[src/rtl/cfgks_pkg.sv]
package cfgks_pkg;

    typedef enum logic [1:0] {
        ST_RUN  = 2'd0,
        ST_HALF = 2'd1,
        ST_CFG  = 2'd2
    } key_state_t;

    localparam logic [7:0] KEY_OPEN  = 8'h55;
    localparam logic [7:0] KEY_CLOSE = 8'hAA;

    localparam logic [7:0] IX_LDN  = 8'h07;
    localparam logic [7:0] IX_ID   = 8'h20;
    localparam logic [7:0] IX_REV  = 8'h21;
    localparam logic [7:0] IX_PWR  = 8'h22;
    localparam logic [7:0] IX_ACT  = 8'h30;
    localparam logic [7:0] IX_BHI  = 8'h60;
    localparam logic [7:0] IX_BLO  = 8'h61;
    localparam logic [7:0] IX_IRQ  = 8'h70;
    localparam logic [7:0] IX_IRQ2 = 8'h72;
    localparam logic [7:0] IX_DMA  = 8'h74;
    localparam logic [7:0] IX_MODE = 8'h90;
    localparam logic [7:0] IX_OPT  = 8'h91;

    localparam int DEV_FLOPPY   = 0;
    localparam int DEV_PARALLEL = 3;
    localparam int DEV_KEYBOARD = 7;

endpackage

[src/rtl/cfgks_key_fsm.sv]
module cfgks_key_fsm
    import cfgks_pkg::*;
(
    input  logic       clk,
    input  logic       rst_n,
    input  logic       wr_en,
    input  logic       port_sel,
    input  logic [7:0] wdata,
    output logic       cfg_mode,
    output logic       idx_we,
    output logic       data_we
);

    key_state_t state_q, state_d;

    logic base_wr;
    assign base_wr = wr_en && !port_sel;

    always_ff @(posedge clk) begin
        if (!rst_n) state_q <= ST_RUN;
        else        state_q <= state_d;
    end

    always_comb begin
        state_d = state_q;
        unique case (state_q)
            ST_RUN:  if (base_wr && wdata == KEY_OPEN) state_d = ST_HALF;
            ST_HALF: if (wr_en) state_d = (base_wr && wdata == KEY_OPEN) ? ST_CFG : ST_RUN;
            ST_CFG:  if (base_wr && wdata == KEY_CLOSE) state_d = ST_RUN;
            default: state_d = ST_RUN;
        endcase
    end

    always_comb begin
        cfg_mode = (state_q == ST_CFG);
        idx_we   = cfg_mode && base_wr && (wdata != KEY_CLOSE);
        data_we  = cfg_mode && wr_en && port_sel;
    end

endmodule

[src/rtl/cfgks_dev_bank.sv]
module cfgks_dev_bank
    import cfgks_pkg::*;
#(
    parameter bit HAS_IRQ2 = 1'b0,
    parameter bit HAS_DMA  = 1'b0,
    parameter bit HAS_MODE = 1'b0
) (
    input  logic        clk,
    input  logic        rst_n,
    input  logic        sel,
    input  logic        wr,
    input  logic [7:0]  idx,
    input  logic [7:0]  wdata,
    output logic        active,
    output logic [15:0] base,
    output logic [7:0]  irq,
    output logic [7:0]  dma,
    output logic [7:0]  rd_val
);

    logic       hit;
    logic       act_q;
    logic [7:0] bhi_q, blo_q, irq_q;
    logic [7:0] irq2_q, dma_q, mode_q, opt_q;

    assign hit = sel && wr;

    always_ff @(posedge clk) begin
        if (!rst_n) begin
            act_q <= 1'b0;
            bhi_q <= '0;
            blo_q <= '0;
            irq_q <= '0;
        end else if (hit) begin
            if (idx == IX_ACT) act_q <= wdata[0];
            if (idx == IX_BHI) bhi_q <= wdata;
            if (idx == IX_BLO) blo_q <= wdata;
            if (idx == IX_IRQ) irq_q <= wdata;
        end
    end

    generate
        if (HAS_IRQ2) begin : g_irq2
            always_ff @(posedge clk) begin
                if (!rst_n)                    irq2_q <= '0;
                else if (hit && idx == IX_IRQ2) irq2_q <= wdata;
            end
        end else begin : g_no_irq2
            assign irq2_q = '0;
        end

        if (HAS_DMA) begin : g_dma
            always_ff @(posedge clk) begin
                if (!rst_n)                   dma_q <= '0;
                else if (hit && idx == IX_DMA) dma_q <= wdata;
            end
        end else begin : g_no_dma
            assign dma_q = '0;
        end

        if (HAS_MODE) begin : g_mode
            always_ff @(posedge clk) begin
                if (!rst_n) begin
                    mode_q <= '0;
                    opt_q  <= '0;
                end else if (hit) begin
                    if (idx == IX_MODE) mode_q <= wdata;
                    if (idx == IX_OPT)  opt_q  <= wdata;
                end
            end
        end else begin : g_no_mode
            assign mode_q = '0;
            assign opt_q  = '0;
        end
    endgenerate

    assign active = act_q;
    assign base   = {bhi_q, blo_q};
    assign irq    = irq_q;
    assign dma    = dma_q;

    always_comb begin
        rd_val = '0;
        if (sel) begin
            case (idx)
                IX_ACT:  rd_val = {7'b0, act_q};
                IX_BHI:  rd_val = bhi_q;
                IX_BLO:  rd_val = blo_q;
                IX_IRQ:  rd_val = irq_q;
                IX_IRQ2: rd_val = irq2_q;
                IX_DMA:  rd_val = dma_q;
                IX_MODE: rd_val = mode_q;
                IX_OPT:  rd_val = opt_q;
                default: rd_val = '0;
            endcase
        end
    end

endmodule

[src/rtl/cfg_keyed_space.sv]
module cfg_keyed_space
    import cfgks_pkg::*;
#(
    parameter int         NUM_DEV  = 9,
    parameter int         LDN_W    = 4,
    parameter int         PWR_DEVS = 6,
    parameter logic [7:0] ID_VAL   = 8'h02,
    parameter logic [7:0] REV_VAL  = 8'h01
) (
    input  logic                   clk,
    input  logic                   rst_n,
    input  logic                   wr_en,
    input  logic                   port_sel,
    input  logic [7:0]             wdata,
    output logic [7:0]             rdata,
    output logic                   cfg_mode,
    output logic [NUM_DEV-1:0]     dev_active,
    output logic [NUM_DEV*16-1:0]  dev_base,
    output logic [NUM_DEV*8-1:0]   dev_irq,
    output logic [NUM_DEV*8-1:0]   dev_dma
);

    localparam int BYTE_W = 8;

    logic             idx_we, data_we;
    logic [7:0]       idx_q;
    logic [LDN_W-1:0] ldn_q;
    logic [7:0]       bank_rd [NUM_DEV];
    logic [7:0]       bank_or;
    logic [7:0]       reg_val;

    cfgks_key_fsm u_fsm (
        .clk      (clk),
        .rst_n    (rst_n),
        .wr_en    (wr_en),
        .port_sel (port_sel),
        .wdata    (wdata),
        .cfg_mode (cfg_mode),
        .idx_we   (idx_we),
        .data_we  (data_we)
    );

    always_ff @(posedge clk) begin
        if (!rst_n) begin
            idx_q <= '0;
            ldn_q <= '0;
        end else begin
            if (idx_we) idx_q <= wdata;
            if (data_we && idx_q == IX_LDN) ldn_q <= wdata[LDN_W-1:0];
        end
    end

    generate
        for (genvar d = 0; d < NUM_DEV; d++) begin : g_bank
            cfgks_dev_bank #(
                .HAS_IRQ2 (d == DEV_KEYBOARD),
                .HAS_DMA  (d == DEV_FLOPPY || d == DEV_PARALLEL),
                .HAS_MODE (d == DEV_FLOPPY)
            ) u_bank (
                .clk    (clk),
                .rst_n  (rst_n),
                .sel    (ldn_q == LDN_W'(d)),
                .wr     (data_we),
                .idx    (idx_q),
                .wdata  (wdata),
                .active (dev_active[d]),
                .base   (dev_base[d*16 +: 16]),
                .irq    (dev_irq[d*BYTE_W +: BYTE_W]),
                .dma    (dev_dma[d*BYTE_W +: BYTE_W]),
                .rd_val (bank_rd[d])
            );
        end
    endgenerate

    always_comb begin
        bank_or = '0;
        for (int d = 0; d < NUM_DEV; d++) bank_or = bank_or | bank_rd[d];
    end

    always_comb begin
        case (idx_q)
            IX_LDN:  reg_val = 8'(ldn_q);
            IX_ID:   reg_val = ID_VAL;
            IX_REV:  reg_val = REV_VAL;
            IX_PWR:  reg_val = 8'(dev_active[PWR_DEVS-1:0]);
            default: reg_val = bank_or;
        endcase
        rdata = (cfg_mode && port_sel) ? reg_val : 8'hFF;
    end

endmodule

[config.mk]
export PLATFORM = sky130hd
export DESIGN_NAME = cfg_keyed_space
export DESIGN_NICKNAME = d
export VERILOG_FILES = /design/src/rtl/cfgks_pkg.sv /design/src/rtl/cfgks_key_fsm.sv /design/src/rtl/cfgks_dev_bank.sv /design/src/rtl/cfg_keyed_space.sv
export SDC_FILE = /design/constraint.sdc
export NUM_CORES = 1
export LEC_CHECK = 0
export ABC_CLOCK_PERIOD_IN_PS = 2400
export BUFFER_PORTS_ARGS = -buffer_cell sky130_fd_sc_hd__buf_4
export CAP_MARGIN = 5
export CELL_PAD_IN_SITES_DETAIL_PLACEMENT = 1
export CELL_PAD_IN_SITES_GLOBAL_PLACEMENT = 1
export CORE_MARGIN = 2
export CORE_UTILIZATION = 39
export DETAILED_ROUTE_END_ITERATION = 6
export GPL_ROUTABILITY_DRIVEN = 0
export PLACE_DENSITY = 0.77
export SLEW_MARGIN = 10
export SYNTH_ARGS = -nofsm -noshare
export SYNTH_HDL_FRONTEND = slang
export SYNTH_SLANG_ARGS = --single-unit
[constraint.sdc]
create_clock -name clk -period 2.4 [get_ports clk]
set_clock_uncertainty 0.05 [all_clocks]
set_input_delay 0.12 -clock clk [delete_from_list [all_inputs] [get_ports clk]]
set_output_delay 0.12 -clock clk [all_outputs]
set_load 0.1 [all_outputs]
==> metrics.md <==
| Metric | Value |
|---|---|
| Cell mode on critical path | `a222oi_1` |
| Syn. warnings | `0` |
| Status | `finished with violations` |
| Post-route DRC | `7` |
| Largest delay contributor family on the critical path | `compound AO/OA/AOI/OAI gates` |
| Syn_area_per_cell | `8.68 um^2` |
| Yosys top cell area share | `39.7%` |
| Count of different cell masters after synthesis | `69` |
| Pwr dens | `566 nW/um^2` |
| Count of final hold-check violations | `0` |
| Initial antenna violation count | `0` |
| Max Root-Sink Buffers | `3` |
| Violated checks | `design-rule violations, negative setup slack` |
| Fin crit share | `139%` |
| Boundary Pins | `318` |
| Die ar. | `37600 um^2` |
| Storage element area | `5610 um^2` |
| Worst Path Max Fanout | `8` |
| N_diodes | `0` |
| Top Metal Used | `met4` |
| Critical path, cell by cell | `and4bb_4 -> and3_4 -> a222oi_1 -> nand2_1 -> a222oi_1 -> buf_4 -> nand4b_1 -> buf_8` |
| Largest net degree at the start of global routing | `84` |
| IO buf count | `261` |
| Setup TNS | `-6.10 ns` |
| Met3 WL | `6060 um` |
| CTS tree | `built` |
| DR iter-0 viols | `1519` |
| Post-synth ARST share | `0%` |
| Post-Syn Area | `14100 um^2` |
| Maximum vdd drop | `0.521 mV` |
| Top post-synthesis cells by area | `dfxtp_1 (40%), a21boi_0 (9.5%), mux2i_1 (9.1%), nand3_1 (7.6%), nand2_1 (6.9%)` |
| Clock root buffer | `clkbuf_16` |
| Wire per inst | `25.9 um` |
| Row cnt | `69` |
| Antenna-violating nets left | `0` |
| WHS | `0.0163 ns` |
| Area leader, netlist | `dfxtp_1` |
| First-pass GRT wire length | `93500 um` |
| Crit-path slowest cell | `a222oi_1` |
| Register area share after synthesis | `39.7%` |
| Min-Delay Path Class | `in2reg` |
| Vias in the first global route | `14.7k` |
| Utilization of the core after routing | `53.6%` |
| Total CTS buffers | `30` |
| Multi-input logic area | `7820 um^2` |
| Pins Over Slew Limit | `0` |
| CP Buf/Inv Count | `2` |
| Chip Height | `194 um` |
| CP arrival | `3.16 ns` |
| Clock tree sinks | `279` |
| H-tree depth | `1` |
| Setup ws final | `-0.932 ns` |
| Total Power | `10800 uW` |
| Post-synth top flop | `dfxtp_1` |
| Clock Pin Slew Worst Setup and Hold Paths | `0.07 ns` |
| Nets@finish | `1983` |
| Post-Layout Cell Count | `2455` |
| Setup Crit Path Kind | `reg2out` |
| Vias | `14.7k` |
| Leakage | `0.00701 uW` |
| Achievable Freq | `300 MHz` |
| Slew headroom | `53.7%` |
| Met1 Routed Length | `25700 um` |
| Die width | `194 um` |
| Finish-stage setup viols | `8` |
| Grt ovf | `0` |
| CP startpoint kind | `register` |
| Placed Instances | `2384` |
| Required time of the critical path | `2.23 ns` |
| GRT Overall Usage | `32.1%` |
| Worst Max-Slew Pin Slew | `0.694 ns` |
| Core footprint | `35600 um^2` |
| Post-Synthesis Cells | `1620` |
| Area growth, synth to finish | `35.6%` |
| Synth Register Bits | `279` |
| Crit end category | `primary output` |
| DR WL met2 | `29200 um` |
| Vias/cell | `6.00` |
| Share of layout cells above drive strength 1 | `31.3%` |
| Worst-Skew Late Latency | `0.58 ns` |
| Total Wirelength | `63600 um` |
| Critical path's largest stage delay | `0.52 ns` |
| Maxcap violations | `0` |
| Unrepaired setup endpoints after global routing | `true` |
| Minimum clock period | `3.33 ns` |
| Final-layout fill cell count | `4089` |
| EDFF count, synth | `0` |
| Post-DP HPWL | `44500 um` |
| Starting density of the core | `39.5%` |
| DR pass1 iterations | `7` |
[worst reg2reg max path, cell delays in order, from the launching register on]
cell and delay [ns]:
dfxtp_4 0.37, buf_6 0.14, nor4_4 0.33, and2_4 0.28, buf_4 0.15, buf_4 0.21
and2_1 0.21, buf_12 0.15, mux2i_2 0.24, nor2b_1 0.08
[cell type report]
type	count	share of cell area, %
clock buffer	39	4.44
clock inverter	16	1.62
inverter	1	0.0197
multi-input combinational	1180	41.0
sequential	279	29.4
tap	461	3.03
timing repair buffer	479	20.5
[layout by cell type (no fill, tap or decap), types with 5 or more instances in the layout]
| cell | instances |
|---|---|
| nor2_1 | 8 |
| nor4b_1 | 6 |
| nor3_1 | 9 |
| conb_1 | 56 |
| a222oi_1 | 25 |
| nor2b_1 | 81 |
| buf_4 | 438 |
| a21oi_1 | 5 |
| buf_6 | 17 |
| nand2_2 | 20 |
| bufinv_16 | 9 |
| a21boi_0 | 178 |
| o21ai_1 | 5 |
| clkinv_2 | 6 |
| a32oi_1 | 8 |
| nor4_4 | 5 |
| a21boi_1 | 21 |
| nor2_4 | 7 |
| clkbuf_16 | 31 |
| o21ai_0 | 21 |
| o22ai_1 | 10 |
| nand2_1 | 238 |
| dfxtp_4 | 5 |
| mux2_2 | 15 |
| o211ai_1 | 5 |
| nand3_1 | 210 |
| a22oi_1 | 31 |
| nor3_4 | 6 |
| buf_12 | 17 |
| dfxtp_1 | 271 |
| mux2i_1 | 124 |
[synth_stat cells (10+ instances only)]
library cell and instances:
dfxtp_1 279, nand2_1 257, nand3_1 214, a21boi_0 178, mux2i_1 128, nor2b_1 83
clkbuf_1 79, buf_4 73, buf_2 51, a22oi_1 35, a222oi_1 25, o21ai_0 25
a21boi_1 21, mux2_2 15, nor2_1 11, nor3_1 10, o22ai_1 10
[logic make-up after synthesis]
kind of cell | Yosys count | share of synthesized area (%)
AOI/OAI and AO/OA | 334 | 18.0
buffers and inverters | 216 | 8.29
DFF | 279 | 39.7
muxes | 143 | 10.3
other | 1 | 0.0267
and+or+nand+nor | 647 | 23.7
[where the power goes]
part           switching (uW)  leakage (uW)  internal, uW  total [uW]
Clock                    2060      0.000570          3440        5490
Sequential             0.0262       0.00225          4620        4620
Combinational             583       0.00418          98.0         681
Total                    2640       0.00701          8160       10800
[path summary, 6_finish.rpt]
kind / from / slack [ns] / cells past startpoint / endpoint
hold reg to reg: g_bank[0].u_bank.opt_q[4]$_SDFFE_PN0P_ / 0.42 / 2 / g_bank[0].u_bank.opt_q[4]$_SDFFE_PN0P_
setup reg to reg: idx_q[1]$_SDFFE_PN0P_ / 0.07 / 9 / g_bank[7].u_bank.bhi_q[6]$_SDFFE_PN0P_
hold / removal: port_sel / 0.02 / 5 / u_fsm.state_q[1]$_SDFFE_PN0P_
setup / recovery: idx_q[6]$_SDFFE_PN0P_ / -0.93 / 8 / rdata[5]
[metrics by stage]
stage | cell area (um^2) | worst slack (ns)
6_report | 19100 | -0.932
5_1_grt | 19100 | -0.984
4_1_cts | 18900 | -0.788
3_5_place_dp | 17400 | -0.402
3_3_place_gp | 17400 | -0.381
2_1_floorplan | 14400 | -0.278
[routing by layer]
metal | vias to the layer above | GRT usage (%)
met2 | 854 | 52.1
met3 | 188 | 6.64
met1 | 7353 | 42.1
met4 | 0 | 12.0
met5 | - | 0
li1 | 6343 | -
[registers in the layout, indices dropped and copies added (netlist names)]
| name | cells |
|---|---|
| g_bank.u_bank.active | 9 |
| g_bank.u_bank.bhi_q | 72 |
| g_bank.u_bank.blo_q | 72 |
| g_bank.u_bank.dma | 16 |
| g_bank.u_bank.irq | 72 |
| g_bank.u_bank.irq2_q | 8 |
| g_bank.u_bank.mode_q | 8 |
| g_bank.u_bank.opt_q | 8 |
| idx_q | 8 |
| ldn_q | 4 |
| u_fsm.state_q | 2 |
[timing repair]
action / 4_1_cts / 5_1_grt
hold buffers: 4 / 0
pin swaps: 23 / 13
setup buffers: 5 / 9
hold endpoints to repair: 52 / 0
gates cloned: 0 / 0
gates resized for setup: 61 / 33
endpoints found under the setup margin: 38 / 114
Note: power is estimated with default switching activity, not from simulation.
